--- config.mk ---
export PLATFORM = sky130hd
export DESIGN_NAME = region_guard
export DESIGN_NICKNAME = d
export VERILOG_FILES = /design/src/rtl/rg_pkg.sv /design/src/rtl/rg_key_lock.sv /design/src/rtl/rg_region_match.sv /design/src/rtl/rg_fault_log.sv /design/src/rtl/region_guard.sv
export SDC_FILE = /design/constraint.sdc
export NUM_CORES = 1
export LEC_CHECK = 0
export BUFFER_PORTS_ARGS = -buffer_cell sky130_fd_sc_hd__buf_2
export CELL_PAD_IN_SITES_DETAIL_PLACEMENT = 0
export CELL_PAD_IN_SITES_GLOBAL_PLACEMENT = 2
export CORE_MARGIN = 2
export CORE_UTILIZATION = 34
export DETAILED_ROUTE_END_ITERATION = 10
export PLACE_DENSITY = 0.92
export SLEW_MARGIN = 20
export SYNTH_ARGS = -nofsm -noshare
export SYNTH_HDL_FRONTEND = slang
export SYNTH_SLANG_ARGS = --single-unit
--- constraint.sdc ---
create_clock -name clk -period 3.1 [get_ports clk]
set_input_delay 0 -clock clk [delete_from_list [all_inputs] [get_ports clk]]
set_output_delay 0 -clock clk [all_outputs]
set_load 0.005 [all_outputs]
--- src/rtl/rg_pkg.sv ---
package rg_pkg;
  localparam logic [15:0] KEY_ARM    = 16'h5555;
  localparam logic [15:0] KEY_COMMIT = 16'hAAAA;

  localparam int CTRL_ADDR   = 16;
  localparam int BUSERR_ADDR = 17;
  localparam int MEMERR_ADDR = 18;

  localparam int ST_LOCK_BIT  = 15;
  localparam int ST_SLAVE_BIT = 14;
  localparam int ST_WDT_BIT   = 13;
  localparam int CT_PAUSE_BIT = 1;
  localparam int CT_ACK_BIT   = 0;

  typedef enum logic [1:0] {KS_IDLE, KS_ARMED, KS_SEALED} key_state_e;

  function automatic logic [31:0] window_lo(int unsigned base, int unsigned stride, int idx);
    return 32'(base) + 32'(idx) * 32'(stride);
  endfunction

  function automatic logic in_window(logic [31:0] a, logic [31:0] lo, int unsigned size);
    return (a >= lo) && ((a - lo) < 32'(size));
  endfunction

  function automatic logic [31:0] split_mem_addr(logic space, logic [31:0] a);
    return space ? {1'b0, a[14:0], 16'h0000} : {16'h0000, a[15:0]};
  endfunction
endpackage

--- src/rtl/rg_key_lock.sv ---
module rg_key_lock
  import rg_pkg::*;
(
  input  logic        clk,
  input  logic        rst_n,
  input  logic        wr_hit,
  input  logic [31:0] wdata,
  output logic [1:0]  sealed
);
  for (genvar h = 0; h < 2; h++) begin : g_half
    key_state_e  st;
    logic [15:0] key;
    assign key = wdata[16*h +: 16];

    always_ff @(posedge clk or negedge rst_n) begin
      if (!rst_n) begin
        st <= KS_IDLE;
      end else if (wr_hit) begin
        case (st)
          KS_IDLE:  if (key == KEY_ARM) st <= KS_ARMED;
          KS_ARMED: st <= (key == KEY_COMMIT) ? KS_SEALED : KS_IDLE;
          default:  st <= st;
        endcase
      end
    end

    assign sealed[h] = (st == KS_SEALED);
  end
endmodule

--- src/rtl/rg_region_match.sv ---
module rg_region_match
  import rg_pkg::*;
#(
  parameter int          NUM_REGIONS   = 10,
  parameter int          ADDR_W        = 24,
  parameter int unsigned REGION_BASE   = 32'h1000,
  parameter int unsigned REGION_STRIDE = 32'h100,
  parameter int unsigned REGION_SIZE   = 32'h40
) (
  input  logic [ADDR_W-1:0]      addr,
  input  logic [NUM_REGIONS-1:0] sealed,
  output logic [NUM_REGIONS-1:0] in_win,
  output logic                   hit_sealed
);
  logic [31:0] addr32;
  assign addr32 = 32'(addr);

  for (genvar i = 0; i < NUM_REGIONS; i++) begin : g_win
    assign in_win[i] = in_window(addr32, window_lo(REGION_BASE, REGION_STRIDE, i), REGION_SIZE);
  end

  assign hit_sealed = |(in_win & sealed);
endmodule

--- src/rtl/rg_fault_log.sv ---
module rg_fault_log
  import rg_pkg::*;
#(
  parameter int ADDR_W = 24
) (
  input  logic              clk,
  input  logic              rst_n,
  input  logic              lock_evt,
  input  logic              slave_evt,
  input  logic              wdt_evt,
  input  logic              ack,
  input  logic [ADDR_W-1:0] fault_addr,
  input  logic              fault_space,
  output logic [2:0]        status_q,
  output logic [23:0]       bus_err_q,
  output logic [31:0]       mem_err_q
);
  logic cap_busy;
  logic cap_take;

  assign cap_busy = (status_q[2] | status_q[1]) & ~ack;
  assign cap_take = (lock_evt | slave_evt) & ~cap_busy;

  always_ff @(posedge clk or negedge rst_n) begin
    if (!rst_n) begin
      status_q  <= '0;
      bus_err_q <= '0;
      mem_err_q <= '0;
    end else begin
      status_q <= (status_q & {3{~ack}}) | {lock_evt, slave_evt, wdt_evt};
      if (cap_take) begin
        bus_err_q <= 24'(32'(fault_addr));
        mem_err_q <= split_mem_addr(fault_space, 32'(fault_addr));
      end else if (ack) begin
        bus_err_q <= '0;
        mem_err_q <= '0;
      end
    end
  end
endmodule

--- src/rtl/region_guard.sv ---
module region_guard
  import rg_pkg::*;
#(
  parameter int          NUM_REGIONS   = 10,
  parameter int          ADDR_W        = 24,
  parameter int          REG_AW        = 5,
  parameter int unsigned REGION_BASE   = 32'h1000,
  parameter int unsigned REGION_STRIDE = 32'h100,
  parameter int unsigned REGION_SIZE   = 32'h40
) (
  input  logic              clk,
  input  logic              rst_n,
  input  logic              reg_wr,
  input  logic [REG_AW-1:0] reg_addr,
  input  logic [31:0]       reg_wdata,
  output logic [31:0]       reg_rdata,
  input  logic              bus_valid,
  input  logic              bus_write,
  input  logic              bus_space,
  input  logic [ADDR_W-1:0] bus_addr,
  input  logic              bus_slave_err,
  output logic              wr_block,
  input  logic              wdt_timeout,
  output logic              irq,
  output logic              pause_req
);
  localparam int NUM_PAIRS = NUM_REGIONS / 2;

  logic [NUM_REGIONS-1:0] sealed;
  logic [NUM_REGIONS-1:0] in_win;
  logic [NUM_PAIRS-1:0]   pair_wr;
  logic                   hit_sealed;
  logic                   violation;
  logic                   slave_evt;
  logic                   ctrl_wr;
  logic                   ack_wr;
  logic                   pause_en;
  logic [2:0]             status_q;
  logic [23:0]            bus_err_q;
  logic [31:0]            mem_err_q;

  for (genvar p = 0; p < NUM_PAIRS; p++) begin : g_pair
    assign pair_wr[p] = reg_wr && (reg_addr == REG_AW'(2 * p));
    rg_key_lock u_key (
      .clk    (clk),
      .rst_n  (rst_n),
      .wr_hit (pair_wr[p]),
      .wdata  (reg_wdata),
      .sealed (sealed[2*p +: 2])
    );
  end

  rg_region_match #(
    .NUM_REGIONS   (NUM_REGIONS),
    .ADDR_W        (ADDR_W),
    .REGION_BASE   (REGION_BASE),
    .REGION_STRIDE (REGION_STRIDE),
    .REGION_SIZE   (REGION_SIZE)
  ) u_match (
    .addr       (bus_addr),
    .sealed     (sealed),
    .in_win     (in_win),
    .hit_sealed (hit_sealed)
  );

  assign violation = bus_valid && bus_write && hit_sealed;
  assign slave_evt = bus_valid && bus_slave_err;
  assign wr_block  = violation;

  assign ctrl_wr = reg_wr && (reg_addr == REG_AW'(CTRL_ADDR));
  assign ack_wr  = ctrl_wr && reg_wdata[CT_ACK_BIT];

  always_ff @(posedge clk or negedge rst_n) begin
    if (!rst_n)       pause_en <= 1'b0;
    else if (ctrl_wr) pause_en <= reg_wdata[CT_PAUSE_BIT];
  end

  rg_fault_log #(.ADDR_W(ADDR_W)) u_log (
    .clk         (clk),
    .rst_n       (rst_n),
    .lock_evt    (violation),
    .slave_evt   (slave_evt),
    .wdt_evt     (wdt_timeout),
    .ack         (ack_wr),
    .fault_addr  (bus_addr),
    .fault_space (bus_space),
    .status_q    (status_q),
    .bus_err_q   (bus_err_q),
    .mem_err_q   (mem_err_q)
  );

  assign irq       = |status_q;
  assign pause_req = pause_en && irq;

  always_comb begin
    reg_rdata = '0;
    if (reg_addr == REG_AW'(CTRL_ADDR)) begin
      reg_rdata[ST_LOCK_BIT]  = status_q[2];
      reg_rdata[ST_SLAVE_BIT] = status_q[1];
      reg_rdata[ST_WDT_BIT]   = status_q[0];
      reg_rdata[CT_PAUSE_BIT] = pause_en;
    end else if (reg_addr == REG_AW'(BUSERR_ADDR)) begin
      reg_rdata = {8'h00, bus_err_q};
    end else if (reg_addr == REG_AW'(MEMERR_ADDR)) begin
      reg_rdata = mem_err_q;
    end
  end
endmodule

; After elaboration in Yosys (flattened, before gate mapping)
; Index checks and enable logic that the tools add are counted.
[op_classes]
muxes = 26
eq_ne = 41
n_bitwise = 9
reduce_logical = 55
addsub = 10
order_cmp = 20
[ops]
columns = cell, n
row1 = $lt A32 B7 Y1 const B, 10
row2 = $sub A24 B13 Y25 const B, 10
row3 = $ge A24 B13 Y1 const B, 10
row4 = $mux W32, 4
row5 = $mux W24, 2
row6 = $pmux W2 S2, 10
row7 = $eq A16 B15 Y1 const B, 2
row8 = $eq A16 B16 Y1 const B, 2
row9 = $mux W31, 1
row10 = $reduce_and A3 Y1, 10
row11 = $reduce_bool A2 Y1, 11
row12 = $logic_and A1 B1 Y1, 21
row13 = $eq A2 B1 Y1 const B, 10
row14 = $eq A2 B2 Y1 const B, 10
row15 = $logic_not A2 Y1, 10
row16 = $mux W16, 1
row17 = $ne A2 B2 Y1 const B, 8
row18 = $eq A5 B5 Y1 const B, 3
row19 = $mux W11, 1
row20 = $and A10 B10 Y10, 1
row21 = $eq A5 B3 Y1 const B, 2
row22 = $reduce_or A10 Y1, 1
row23 = $mux W2, 4
row24 = $eq A5 B2 Y1 const B, 1
row25 = 11 further kinds, 16
[word_totals]
wordCells = 175
in_bits = 69
ff_bits = 80
out_inout_bits = 35

; Depth between registers and ports, before layout
[logic_depth]
ltp_word = 9
mapped_depth = 15
ltp_nobuf = 10

; By module
; From an unflattened synthesis, not the netlist that was laid out.
[hier_totals]
cells_unflattened = 731
hier_area_um2 = 6777.8
[modules_own_cells]
columns = module, cells_each, seq_area_each_um2, area_each_um2, instances
row1 = rg_region_match, 338, 0.0, 2234.6, 1
row2 = rg_fault_log, 135, 1451.4, 2132.0, 1
row3 = rg_key_lock, 37, 100.1, 370.4, 5
row4 = region_guard, 73, 25.0, 559.3, 1

; Least setup slack after synthesis
; OpenSTA, ideal clock, no wires.
[synth_path]
kind = input port to flip-flop
start = input bus_addr[10]
end = register u_log.bus_err_q[20]
setup_time_ns = 0.082
required_time_ns = 3.018
path_slack_ns = 0.151
arrival_time_ns = 2.867
stages = 14
path_cell_list = clkbuf_1 > clkbuf_1 > inv_1 > ha_1 > nor4b_1 > o2111ai_1 > nor4b_1 > o2111ai_1 > o41ai_2 > nor4b_2 > a21oi_2 > buf_6 > buf_12 > mux2i_1
[synth_between]
elab_chain_len = 9
[synth_lines]
columns = item, line
row1 = "start, declared", region_guard.sv:20  ; input logic [ADDR_W-1:0] bus_addr,
row2 = $sub A24 B13 Y25, rg_pkg.sv:22  ; return (a >= lo) && ((a - lo) < 32'(size));
row3 = $lt A32 B7 Y1, rg_pkg.sv:22
row4 = $logic_and A1 B1 Y1, rg_pkg.sv:22
row5 = $and A10 B10 Y10 *, rg_region_match.sv:22  ; assign hit_sealed = |(in_win & sealed);
row6 = $reduce_or A10 Y1 *, rg_region_match.sv:22
row7 = $logic_and A1 B1 Y1 *, region_guard.sv:66  ; assign violation = bus_valid && bus_write && hit_sealed;
row8 = $or A1 B1 Y1 *, rg_fault_log.sv:22  ; assign cap_take = (lock_evt | slave_evt) & ~cap_busy;
row9 = $and A1 B1 Y1 *, rg_fault_log.sv:22
row10 = $mux W24 / $reduce_bool A2 Y1 (equally long branches), --
row11 = "end signal, assigned", rg_fault_log.sv:32  ; bus_err_q <= 24'(32'(fault_addr));
row12 = "end, declared", rg_fault_log.sv:15  ; output logic [23:0] bus_err_q,
; Every way passes the cells marked *; elsewhere a longest branch is shown, timed or not.
; A chain may end at the register's enable or synchronous reset.

; Final worst setup path
[layout_path]
start = register g_pair[2].u_key.g_half[1].st[0]
end = output wr_block
[layout_between]
elab_chain_len = 4
[layout_lines]
columns = item, line
row1 = "start, declared", rg_key_lock.sv:11  ; key_state_e st;
row2 = "start signal, assigned", rg_key_lock.sv:21  ; KS_ARMED: st <= (key == KEY_COMMIT) ? KS_SEALED : KS_IDLE;
row3 = "start signal, assigned", rg_key_lock.sv:22  ; default: st <= st;
row4 = $eq A2 B2 Y1, rg_key_lock.sv:27  ; assign sealed[h] = (st == KS_SEALED);
row5 = $and A10 B10 Y10, rg_region_match.sv:22
row6 = $reduce_or A10 Y1, rg_region_match.sv:22
row7 = $logic_and A1 B1 Y1, region_guard.sv:66
row8 = "end, declared", region_guard.sv:22  ; output logic wr_block,
; Every way passes these cells.

==> metrics <==
Max-slew headroom=0.477; number of buffers inserted by port buffering=102; Post-Syn Area per Cell=8.38 um^2; register bit total from synthesis=around 80; R2R setup slack=190 ps; Max-Cap Viols=0; Clock Path Buffers=2; Post-Place Cells=1,102; post-route ant nets=0; cell area after technology mapping=approximately 0.0065 mm^2; final setup violation count=0; RD Place Congestion=1.01; core footprint=around 0.019 mm^2; Die ar.=0.0201 mm^2; largest family of logic cells by synthesized area=simple AND/OR/NAND/NOR gates; dominant synthesized flop cell=dfrtp_1; Layout Cells excl Fill=1,129; vias in the first global route=6,361; DR vias=approximately 6,700; Root Buffer=clkbuf_16; CTS HTree Levels=3; first-pass GRT wire length=36.0 mm; slowest stage delay, CP=470 ps; # DRC=0; post-route setup TNS=0 ps; crit path capture type=primary output; Clock Pin Slew Worst Setup and Hold Paths=approximately 70 ps; count of flip-flops with a built-in enable after synthesis=0; CP top delay family=simple AND/OR/NAND/NOR gates; Initial Util=0.345; outcome=complete, no violations; dpl cell area=0.00749 mm^2; Via-to-Cell Ratio=5.94; WL final=approximately 24 mm; commonest non-fill, non-tap cell in the layout=nand2_1; worst path bufs/invs=3; CTS Sinks=79; post-synthesis sequential area ratio=0.306; Final min period=2930 ps; largest net degree at the start of global routing=80; post-synth cell types=81; fin. max-slew vios=0; Pre-antenna DRT Iters=5; Req. time, crit path=between 3000 and 4000 ps; Tot Pwr=2.93 mW; layout cells sized above 1=0.241; worst setup path class=reg -> out; worst-path maximum fanout=4; hold depth=3; Net Sw Power=roughly 940 uW; XOR/XNOR share of the synthesized area=0.0244; cells along the critical path=nand4b_1 > nor4b_1 > buf_4 > o2111ai_1 > nor4_2 > buf_4 > a22oi_1 > a41oi_1 > buf_2; clock share of power=0.352; Design Area, Final=0.00790 mm^2; I/O pins=104; Data arrival, critical path=2930 ps; Starting DRT DRC Count=727; min-delay src=reg_wr; Die Y-Extent=142 um; multiplexer area fraction after synthesis=0.0951; crit path launch type=flip-flop; CP dominant cell by count=buf_4; Sw Ratio=0.321; Max Fclk=roughly 340 MHz; antenna violations before repair=0; Cell Pwr Density=371 mW/mm^2; yosys warns=0; Post-Synth Adder-Cell Area=0.0136; post-synth net total=approximately 850; Worst Tran Pin Value=773 ps; P&R area growth vs syn=22.2%; Post-Synth Simple-Gate Area=0.265; LEAKAGE=3.38 nW; Final nets=966; Avg WL per Cell=20.8 um; Hold/Removal Path Class=in -> reg; Clock Latency Late Sink=340 ps; n_diodes=0; Post-Route Skew=between 7 and 8 ps; worst r2r dst=u_log.mem_err_q[25]; Flop pwr share=0.420; R2R cell count=10; WHS Endpoint=pause_en; die span in x=between 100 and 150 um; DP HPWL=17.1 mm; FF-to-FF Start=g_pair[2].u_key.g_half[1].st[0]; RSZ-0062 raised after global routing=false; GRT Total Usage=0.231; TritonCTS clock tree=built; GRT overflow=0; Comb pwr share=0.227; FP Rows=50; CTS buffer count=9; Compound-Gate Fraction of Synth Area=0.221; async set or reset register ratio after synthesis=1.00; cell count after synthesis=771; most frequent cells in the layout=nand2_1, buf_2, dfrtp_1, buf_4, mux2i_1; Max VDD drop=0.000284 V; Worst path slowest cell=nor4_2; cell internal pwr=1.99 mW; Hold Vio Cnt, Final=0; Period Utilization, post-route=0.946
[stage by stage]
| stage | hold WS [ps] | utilization | setup slack (ps) |
|---|---|---|---|
| floorplan | -296 | - | 151 |
| global placement | 181 | 0.400 | -9.75 |
| detailed placement | 184 | 0.400 | -149 |
| CTS | 1.42 | 0.422 | 119 |
| global route | 27.2 | 0.422 | 71.4 |
| finish | 8.02 | 0.422 | 169 |
[power by group through the flow]
stage / logic, mW / clock network [mW] / registers [mW]
after detailed placement: 0.644 / 0 / 1.25
after global placement: 0.635 / 0 / 1.25
after floorplan: 0.385 / 0 / 1.23
final: 0.665 / 1.03 / 1.23
after global routing: 0.726 / 1.09 / 1.25
after CTS: 0.656 / 1.06 / 1.23
[metal layers]
metal | up-vias | track usage | share of wire
met1 | 3223 | 0.314 | 0.43
met4 | 0 | 0.0879 | 0.034
met5 | - | 0 | 0
li1 | 3116 | - | -
met2 | 309 | 0.365 | 0.46
met3 | 56 | 0.0429 | 0.076
[worst min-delay path, stage by stage]
cell and delay [ps]:
buf_2 110, nand3_1 60, mux2_2 140
[worst max-delay path by stage]
stage | endpoint | start | cells after the start
2_1_floorplan | u_log.bus_err_q[20] | bus_addr[10] | 14
6_report | wr_block | g_pair[2].u_key.g_half[1].st[0] | 9
3_3_place_gp | u_log.mem_err_q[26] | bus_addr[17] | 11
5_1_grt | u_log.mem_err_q[25] | bus_addr[17] | 11
4_1_cts | wr_block | g_pair[2].u_key.g_half[1].st[0] | 9
3_5_place_dp | u_log.mem_err_q[25] | bus_addr[17] | 11
[layout make-up]
class | count | area [um^2]
multi-input combinational | 594 | 4020
clock buffer | 9 | 225
inverter | 24 | 90.1
fill | 1885 | 10800
timing repair buffer | 182 | 1230
sequential | 79 | 1980
tap | 234 | 293
clock inverter | 7 | 63.8
[Yosys cell counts, types with 12 or more instances]
library cell  count  area share
inv_1            22       0.013
nor4bb_1         13       0.020
a21oi_1          27       0.021
nand4_1          19       0.018
nand3_1          13       0.010
xnor2_1          18       0.024
dfrtp_1          79        0.31
nand2_1         112       0.065
nor4_1           18       0.017
mux2i_1          58       0.090
o21ai_0          26       0.020
or4_1            16       0.019
nor3_1           13       0.010
and3_1           13       0.013
nand2b_1         19       0.018
clkbuf_1         42       0.024
nor2_1           39       0.023
a211oi_1         16       0.019
a22o_1           21       0.028
buf_2            12      0.0093
[flip-flops by register name, indices dropped and copies added (netlist names)]
signal / count
u_log.mem_err_q: 31
u_log.bus_err_q: 24
g_pair.u_key.g_half.st: 20
u_log.status_q: 3
pause_en: 1
[cells by family (layout without fill, tap and decap cells)]
| family | after synthesis | in the layout |
|---|---|---|
| adders and majority gates | 7 | 7 |
| DFF | 79 | 79 |
| and+or+nand+nor | 317 | 317 |
| xor gates and xnor gates | 18 | 18 |
| AOI/OAI and AO/OA | 190 | 190 |
| muxes | 61 | 61 |
| buffers and inverters | 98 | 222 |
| other | 1 | 1 |
[timing repair]
| item | CTS | global route |
|---|---|---|
| hold buffers | 11 | 0 |
| setup buffers | 0 | 0 |
| endpoints found under the hold margin | 100 | 0 |
| setup endpoints to repair | 0 | 7 |
| resized for setup | 0 | 1 |
Note: power is estimated with default switching activity, not from simulation.
